`src/rtl/acc_fe_pkg.sv`:
```
package acc_fe_pkg;

   localparam int OPC_W = 4;

   localparam logic [OPC_W-1:0] OPC_HALT  = 4'h0;
   localparam logic [OPC_W-1:0] OPC_LOAD  = 4'h1;
   localparam logic [OPC_W-1:0] OPC_STORE = 4'h2;
   localparam logic [OPC_W-1:0] OPC_ADD   = 4'h3;
   localparam logic [OPC_W-1:0] OPC_SUB   = 4'h4;
   localparam logic [OPC_W-1:0] OPC_AND   = 4'h5;
   localparam logic [OPC_W-1:0] OPC_OR    = 4'h6;
   localparam logic [OPC_W-1:0] OPC_LDI   = 4'h7;
   localparam logic [OPC_W-1:0] OPC_JMP   = 4'h8;
   localparam logic [OPC_W-1:0] OPC_JZ    = 4'h9;

   typedef enum logic [3:0] {
      ST_F1   = 4'd0,  // address register takes program counter
      ST_FW   = 4'd1,  // memory samples address
      ST_F2   = 4'd2,  // counter step and buffer capture
      ST_F3   = 4'd3,  // instruction register takes buffer
      ST_DEC  = 4'd4,
      ST_OPW  = 4'd5,
      ST_OPR  = 4'd6,
      ST_EXE  = 4'd7,
      ST_HALT = 4'd8
   } seq_state_e;

   typedef struct packed {
      logic z;
      logic n;
      logic c;
   } flags_t;

   function automatic logic reads_operand(input logic [OPC_W-1:0] opc);
      return (opc == OPC_LOAD) || (opc == OPC_ADD) || (opc == OPC_SUB) ||
             (opc == OPC_AND)  || (opc == OPC_OR);
   endfunction

endpackage

```
`src/rtl/acc_fe_seq.sv`:
```
module acc_fe_seq
   import acc_fe_pkg::*;
(
   input  logic             clk,
   input  logic             rst,
   input  logic [OPC_W-1:0] opc,
   output seq_state_e       state
);

   seq_state_e nxt;

   always_comb begin
      nxt = state;
      unique case (state)
         ST_F1:   nxt = ST_FW;
         ST_FW:   nxt = ST_F2;
         ST_F2:   nxt = ST_F3;
         ST_F3:   nxt = ST_DEC;
         ST_DEC:  nxt = reads_operand(opc) ? ST_OPW : ST_EXE;
         ST_OPW:  nxt = ST_OPR;
         ST_OPR:  nxt = ST_EXE;
         ST_EXE:  nxt = (opc == OPC_HALT) ? ST_HALT : ST_F1;
         ST_HALT: nxt = ST_HALT;
         default: nxt = ST_F1;
      endcase
   end

   always_ff @(posedge clk) begin
      if (rst) state <= ST_F1;
      else     state <= nxt;
   end

endmodule

```
`src/rtl/acc_fe_alu.sv`:
```
module acc_fe_alu
   import acc_fe_pkg::*;
#(
   parameter int ADR_W = 4,
   localparam int DATA_W = OPC_W + ADR_W
) (
   input  logic [OPC_W-1:0]  opc,
   input  logic [DATA_W-1:0] acc,
   input  logic [DATA_W-1:0] mbr,
   input  logic [ADR_W-1:0]  opr,
   input  flags_t            flg_in,
   output logic [DATA_W-1:0] res,
   output flags_t            flg_out,
   output logic              acc_wr
);

   logic [DATA_W:0] sum_x;
   logic [DATA_W:0] dif_x;
   logic            arith;

   assign sum_x = {1'b0, acc} + {1'b0, mbr};
   assign dif_x = {1'b0, acc} - {1'b0, mbr};

   always_comb begin
      res    = acc;
      acc_wr = 1'b1;
      arith  = 1'b0;
      case (opc)
         OPC_LOAD: res = mbr;
         OPC_LDI:  res = {{OPC_W{1'b0}}, opr};
         OPC_ADD:  begin res = sum_x[DATA_W-1:0]; arith = 1'b1; end
         OPC_SUB:  begin res = dif_x[DATA_W-1:0]; arith = 1'b1; end
         OPC_AND:  res = acc & mbr;
         OPC_OR:   res = acc | mbr;
         default:  acc_wr = 1'b0;
      endcase
   end

   always_comb begin
      flg_out = flg_in;
      if (acc_wr) begin
         flg_out.z = (res == '0);
         flg_out.n = res[DATA_W-1];
         flg_out.c = 1'b0;
         if (arith)
            flg_out.c = (opc == OPC_ADD) ? sum_x[DATA_W] : dif_x[DATA_W];
      end
   end

endmodule

```
`src/rtl/acc_fe_core.sv`:
```
module acc_fe_core
   import acc_fe_pkg::*;
#(
   parameter int ADR_W = 4,
   localparam int DATA_W = OPC_W + ADR_W
) (
   input  logic              clk,
   input  logic              rst,
   output logic [ADR_W-1:0]  mem_addr,
   input  logic [DATA_W-1:0] mem_rdata,
   output logic [DATA_W-1:0] mem_wdata,
   output logic              mem_we,
   output logic              halted,
   output logic [DATA_W-1:0] acc_out,
   output logic [2:0]        flags_out
);

   if (ADR_W < 2 || ADR_W > 12) begin : g_bad_width
      $error("acc_fe_core: ADR_W must lie in 2..12");
   end

   seq_state_e        state;
   logic [ADR_W-1:0]  pc_q, mar_q;
   logic [DATA_W-1:0] mbr_q, cir_q, acc_q;
   flags_t            flags_q;

   logic [OPC_W-1:0]  opc;
   logic [ADR_W-1:0]  opr;
   logic [DATA_W-1:0] alu_res;
   flags_t            alu_flg;
   logic              alu_wr;

   assign opc = cir_q[DATA_W-1 -: OPC_W];
   assign opr = cir_q[ADR_W-1:0];

   acc_fe_seq u_seq (
      .clk   (clk),
      .rst   (rst),
      .opc   (opc),
      .state (state)
   );

   acc_fe_alu #(.ADR_W(ADR_W)) u_alu (
      .opc     (opc),
      .acc     (acc_q),
      .mbr     (mbr_q),
      .opr     (opr),
      .flg_in  (flags_q),
      .res     (alu_res),
      .flg_out (alu_flg),
      .acc_wr  (alu_wr)
   );

   always_ff @(posedge clk) begin
      if (rst) begin
         pc_q    <= '0;
         mar_q   <= '0;
         mbr_q   <= '0;
         cir_q   <= '0;
         acc_q   <= '0;
         flags_q <= '0;
      end else begin
         case (state)
            ST_F1: mar_q <= pc_q;
            ST_F2: begin
               pc_q  <= pc_q + 1'b1;
               mbr_q <= mem_rdata;
            end
            ST_F3: cir_q <= mbr_q;
            ST_DEC: begin
               if (reads_operand(opc) || opc == OPC_STORE) mar_q <= opr;
               if (opc == OPC_STORE) mbr_q <= acc_q;
            end
            ST_OPR: mbr_q <= mem_rdata;
            ST_EXE: begin
               if (alu_wr) begin
                  acc_q   <= alu_res;
                  flags_q <= alu_flg;
               end
               if (opc == OPC_JMP || (opc == OPC_JZ && flags_q.z)) pc_q <= opr;
            end
            default: ;
         endcase
      end
   end

   assign mem_addr  = mar_q;
   assign mem_wdata = mbr_q;
   assign mem_we    = (state == ST_EXE) && (opc == OPC_STORE);
   assign halted    = (state == ST_HALT);
   assign acc_out   = acc_q;
   assign flags_out = flags_q;

endmodule

```
`config.mk`:
```
export PLATFORM = sky130hd
export DESIGN_NAME = acc_fe_core
export DESIGN_NICKNAME = d
export VERILOG_FILES = /design/src/rtl/acc_fe_pkg.sv /design/src/rtl/acc_fe_seq.sv /design/src/rtl/acc_fe_alu.sv /design/src/rtl/acc_fe_core.sv
export SDC_FILE = /design/constraint.sdc
export NUM_CORES = 1
export LEC_CHECK = 0
export BUFFER_PORTS_ARGS = -buffer_cell sky130_fd_sc_hd__buf_2
export CAP_MARGIN = 20
export CORE_MARGIN = 8
export CORE_UTILIZATION = 45
export CTS_BUF_LIST = sky130_fd_sc_hd__clkbuf_4 sky130_fd_sc_hd__clkbuf_8
export DETAILED_ROUTE_END_ITERATION = 10
export HOLD_SLACK_MARGIN = 0.08
export PLACE_DENSITY = 0.66
export SETUP_SLACK_MARGIN = 0.05
export SYNTH_ARGS = -nofsm -noshare
export SYNTH_HDL_FRONTEND = slang
export SYNTH_SLANG_ARGS = --single-unit
```
`constraint.sdc`:
```
create_clock -name clk -period 3.8 [get_ports clk]
set_input_delay 0.76 -clock clk [delete_from_list [all_inputs] [get_ports clk]]
set_output_delay 0.76 -clock clk [all_outputs]
set_load 0.03 [all_outputs]
```
# --- Yosys cells after proc, flatten, opt, wreduce, memory -nomap -nowiden ---
# Cells that the tools add are included.
totals:
  inputBits: 10
  wordCells: 69
  regBits: 39
  output_inout_bits: 25
op_classes:
  add_sub_neg: 3
  n_eq_ne: 20
  bitwise: 2
  reduce_logical: 21
  muxes: 14
ops:
  columns: ["cell", "count"]
  rows:
  - ["case mux 8 bit (6 select lines)", 1]
  - ["case mux 4 bit (9 select lines)", 1]
  - ["== test 4 x 3 -> 1 bit, second input constant", 8]
  - ["== test 4 x 2 -> 1 bit, second input constant", 4]
  - ["case mux 4 bit (2 select lines)", 2]
  - ["case mux 8 bit (2 select lines)", 1]
  - ["== test 4 bit, second input constant", 3]
  - ["2-to-1 mux 4 bit", 3]
  - ["adder 8 x 8 -> 9 bit", 1]
  - ["subtractor 8 x 8 -> 9 bit", 1]
  - ["AND 8 bit", 1]
  - ["== test 4 x 1 -> 1 bit, second input constant", 2]
  - ["logical NOT 4 bit", 2]
  - ["logical NOT 8 bit", 1]
  - ["2-to-1 mux 8 bit", 1]
  - ["OR 8 bit", 1]
  - ["AND reduction 2 bit", 4]
  - ["logical OR 1 bit", 6]
  - ["inequality test 2 bit, second input constant", 3]
  - ["nonzero test 2 bit", 3]
  - ["OR reduction 6 bit", 1]
  - ["adder 4 x 1 -> 4 bit, second input constant", 1]
  - ["2-to-1 mux 1 bit", 4]
  - ["OR reduction 2 bit", 2]
  - ["2 further kinds", 3]

# --- Logic depth before layout (Yosys ltp) ---
logic_depth:
  word_depth: 8
  depth_mapped: 11

# --- By module ---
# From an unflattened synthesis, not the netlist that was laid out.
unflattened:
  cells_unflattened: 411
  hier_area_um2: 3179.3
modules_own_cells:
  columns: ["mod", "cells_each", "n_inst", "seq_area_each_um2", "area_per_inst_um2"]
  rows:
  - ["acc_fe_core", 190, 1, 700.7, 1595.3]
  - ["acc_fe_alu", 201, 1, 0.0, 1415.1]
  - ["acc_fe_seq", 20, 1, 80.1, 168.9]

# --- Worst setup path after synthesis ---
# OpenSTA, ideal clock, no wires.
synth_path:
  kind: "flip-flop to flip-flop"
  start: "reg mbr_q[0] (netlist: mem_wdata[0])"
  end: "reg flags_q (netlist bit flags_out[2])"
  setup_time_ps: 59
  arrival_time_ps: 2693
  path_slack_ps: 1048
  n_path_buf: 0
  path_stages_with_launch: 11
  cell_sequence: "dfxtp_1 ha_1 inv_1 fa_1 nor2b_1 o31a_1 a221o_1 a211oi_1 nand4_1 o31ai_1 a31o_1"
synth_between:
  elab_chain_len: 3
  word_cells_on_any_way: 6
  cone_classes: "2 x add/sub; 1 x mux; 2 x bitwise; 1 x reduce/logical"
synth_lines:
  columns: ["item", "line", "rtl"]
  rows:
  - ["start, declared", "acc_fe_core.sv:24", "logic [DATA_W-1:0] mbr_q, cir_q, acc_q;"]
  - ["start signal, assigned", "acc_fe_core.sv:67", "mbr_q <= mem_rdata;"]
  - ["start signal, assigned", "acc_fe_core.sv:72", "if (opc == OPC_STORE) mbr_q <= acc_q;"]
  - ["start signal, assigned", "acc_fe_core.sv:74", "ST_OPR: mbr_q <= mem_rdata;"]
  - ["subtractor 8 x 8 -> 9 bit, or another cell as far along", "acc_fe_alu.sv:22", "assign dif_x = {1'b0, acc} - {1'b0, mbr};"]
  - ["case mux 8 bit (6 select lines) (*)", "acc_fe_alu.sv:28", "case (opc)"]
  - ["logical NOT 8 bit (*)", "acc_fe_alu.sv:42", "flg_out.z = (res == '0);"]
  - ["end signal, assigned", "acc_fe_core.sv:78", "flags_q <= alu_flg;"]
  - ["end, declared", "acc_fe_core.sv:25", "flags_t flags_q;"]
# Mark *: on every way between the ends. The rest lies on a longest branch, timed or not.
# A chain may end at the register's enable or synchronous reset.

# --- Worst setup path after layout ---
# Same ends and word-level chain as after synthesis.

==> impl_metrics.json <==
{
  "initialDrtViolationCount": 356,
  "setup_ws_ns": 0.761,
  "skew_ns": 0.0131,
  "path_cells": "ha_1 > inv_1 > fa_1 > nand2b_1 > o2bb2ai_1 > a221o_1 > a211oi_1 > nand4_1 > o31ai_1 > a31o_1",
  "min_from": "mem_addr[0]",
  "utilization_pct": 51.6,
  "ios": 35,
  "yosysTopAreaCell": "dfxtp_1",
  "grt_max_degree": 37,
  "critPathTopFamily": "compound AO/OA/AOI/OAI gates",
  "cp_max_fo": 7,
  "period_minus_slack_ns": 3.04,
  "remaining_drc_errors": 0,
  "synth_edf_count": 0,
  "slew_headroom_pct": 33.6,
  "min_delay_path_depth": 2,
  "ys_warn_count": 0,
  "overflow": 0,
  "die-area_mm2": 0.00950,
  "reg2reg_depth": 10,
  "synthMuxAreaShare_pct": 3.81,
  "min_path_type": "reg2reg",
  "row_count": 29,
  "postSynthAreaPerCell_um2": 7.52,
  "routedWlPerCell_um": 17.7,
  "post-place-ws_ns": 0.889,
  "portBuffers": 34,
  "use_met3_pct": 3.98,
  "die-width_um": 97.5,
  "irDropWorstVdd_v": 0.000296,
  "clock_latency_ns": 0.31,
  "gp_congestion": 0.943,
  "cts_hold_buf": 0,
  "r2r-end": "flags_out[2]",
  "cts_buffer_depth": 2,
  "drv_slew": 0,
  "fillCellCount": 641,
  "start_kind": "flip-flop",
  "setup_viol": 0,
  "async_flop_share_pct": 0,
  "antenna_found_initial": 0,
  "grt_usage_pct": 17.9,
  "hpwl_um": 6500,
  "synth_xor_area_share_pct": 0.587,
  "htreeDepth": 2,
  "p_leak_uw": 0.00121,
  "cap_violations": 0,
  "ys.flop_type": "dfxtp_1",
  "ys_top_cells_by_count": "50 x nor2_1, 45 x a21oi_1, 38 x dfxtp_1",
  "crit_path_end_kind": "flip-flop",
  "initial_core_util_pct": 46.8,
  "clkTransAtPathRegs_ns": 0.09,
  "synth_top_family_by_area": "compound AO/OA/AOI/OAI gates",
  "rsz0062_at_grt": "false",
  "tightest_slew_ns": 0.994,
  "path_buf_inv": 1,
  "tns_ns": 0,
  "vias": 2969,
  "met1_usage_pct": 24.0,
  "post_cts_resized": 0,
  "design.core.area_mm2": 0.00639,
  "synth-compound-area-share_pct": 25.6,
  "total_power_uw": 1060,
  "dr.pass1.iters": 5,
  "min_to": "mem_addr[0]",
  "fin_crit_sh_pct": 80.0,
  "yosysTopAreaCellShare_pct": 25.5,
  "syn_to_final_growth_pct": 10.3,
  "layout-drive-gt1-share_pct": 13.7,
  "top_usage_layer": "met2",
  "post-synth-top-count-cell": "nor2_1",
  "fin_nets": 453,
  "hold_viol": 0,
  "r2r_slack_ns": 0.76,
  "ys_ff_latch": 38,
  "syn-instance-count": 397,
  "clkSinkCount": 38,
  "clockRootBuffer": "clkbuf_8",
  "yosysSeqAreaShare_pct": 25.5,
  "fp.dieH_um": 97.5,
  "max_clock_freq_mhz": 329,
  "ant_nets": 0,
  "crit_type": "reg2reg",
  "grt_pass1_vias": 2821,
  "outcome": "finished, final reports clean",
  "cts_inserted_buffers": 5,
  "worst_path_max_delay_cell": "dfxtp_1",
  "cp.required_ns": 4.06,
  "r2r_start": "mem_wdata[0]",
  "synth-adder-area-share_pct": 11.8,
  "viasPerCell": 6.01,
  "synth_cell_type_count": 62,
  "diodes": 0,
  "syn_area_mm2": 0.00299,
  "cts_tree": "built",
  "p_per_area_mw_per_mm2": 321,
  "synth-simple-area-share_pct": 24.5,
  "syn_nets": 434,
  "wl_um": 8730,
  "synthTopCellsByArea": "dfxtp_1 25%, ha_1 10%, a21oi_1 7.5%, nor2_1 6.3%, a211oi_1 4.5%",
  "cpPeakStageDelay_ns": 0.45,
  "use_met2_pct": 27.9,
  "grt_pass1_wl_um": 14200,
  "post-cts-setup-buffers": 0,
  "arrival_ns": 3.30
}
-- registers in the layout (all words and copies together), names as in the netlist --
name	count
pc_q	4
flags_out	2
u_seq.state	4
mem_wdata	8
cir_q	8
mem_addr	4
acc_out	8
-- worst register-to-register path, cell delays in order, from the launching register on --
cell       delay, ns
dfxtp_1         0.45
ha_1            0.26
inv_1           0.07
fa_1            0.41
nand2b_1        0.22
o2bb2ai_1       0.20
a221o_1         0.33
a211oi_1        0.36
nand4_1         0.19
o31ai_1         0.33
a31o_1          0.19
-- kinds of logic (layout without fill, tap and decap cells) --
kind of cell,count (synthesis),count (layout)
AND/OR/NAND/NOR,146,146
AO/OA/AOI/OAI,118,118
buffers and inverters,56,76
flip-flops,38,38
adder cells (fa/ha/maj),27,27
multiplexers,10,10
XOR/XNOR,2,2
-- area by class of cell --
cell class,count,area [um^2],share of cell area [%]
inverter,29,109,3.30
clock buffer,5,68.8,2.09
tap,77,96.3,2.92
sequential,38,761,23.1
clock inverter,3,68.8,2.09
timing repair buffer,39,208,6.30
multi-input combinational,303,1980,60.2
-- cell usage in the layout (no fill, tap or decap), types with 3 or more instances in the layout --
cell type  count
nor2_1        50
a21oi_1       45
dfxtp_1       38
buf_2         34
inv_1         28
nand2_1       25
ha_1          25
o21ai_0       18
a211oi_1      18
nand2b_1      12
nor3_1        12
nand3_1        9
mux2i_1        8
nor2b_1        7
nor4_1         6
or3_1          6
clkbuf_8       5
buf_4          5
and3_1         3
a31oi_1        3
a221o_1        3
o31ai_1        3
o21a_1         3
o221ai_1       3
-- worst max-delay path by stage --
| stage | from | endpoint | slack (ns) | cells after the start |
|---|---|---|---|---|
| finish | mem_wdata[0] | flags_out[2] | 0.76 | 10 |
| global route | mem_wdata[0] | flags_out[2] | 0.64 | 10 |
| detailed placement | mem_wdata[0] | flags_out[2] | 0.89 | 10 |
| global placement | mem_wdata[0] | flags_out[2] | 0.95 | 10 |
| CTS | mem_wdata[0] | flags_out[2] | 0.86 | 10 |
| floorplan | mem_wdata[0] | flags_out[2] | 1.05 | 10 |
-- per-layer routing --
metal / wire length [um] / part of all wire [%]
met1: 4120 / 47
met5: 0 / 0
met2: 3850 / 44
met4: 93 / 1.1
met3: 661 / 7.6
-- through the flow --
step | cell area [um^2] | hold WS (ns) | cells
floorplan | 2990 | 0.459 | 397
global placement | 3160 | 0.463 | 486
detailed placement | 3160 | 0.474 | 486
CTS | 3290 | 0.495 | 494
global route | 3290 | 0.542 | 494
finish | 3290 | 0.491 | 494
-- where the power goes --
part / switching (uW) / leakage, uW / internal, uW
clock: 170 / 0.0000683 / 263
combinational: 117 / 0.000838 / 67.1
sequential: 27.0 / 0.000308 / 412
Note: power is estimated with default switching activity, not from simulation.
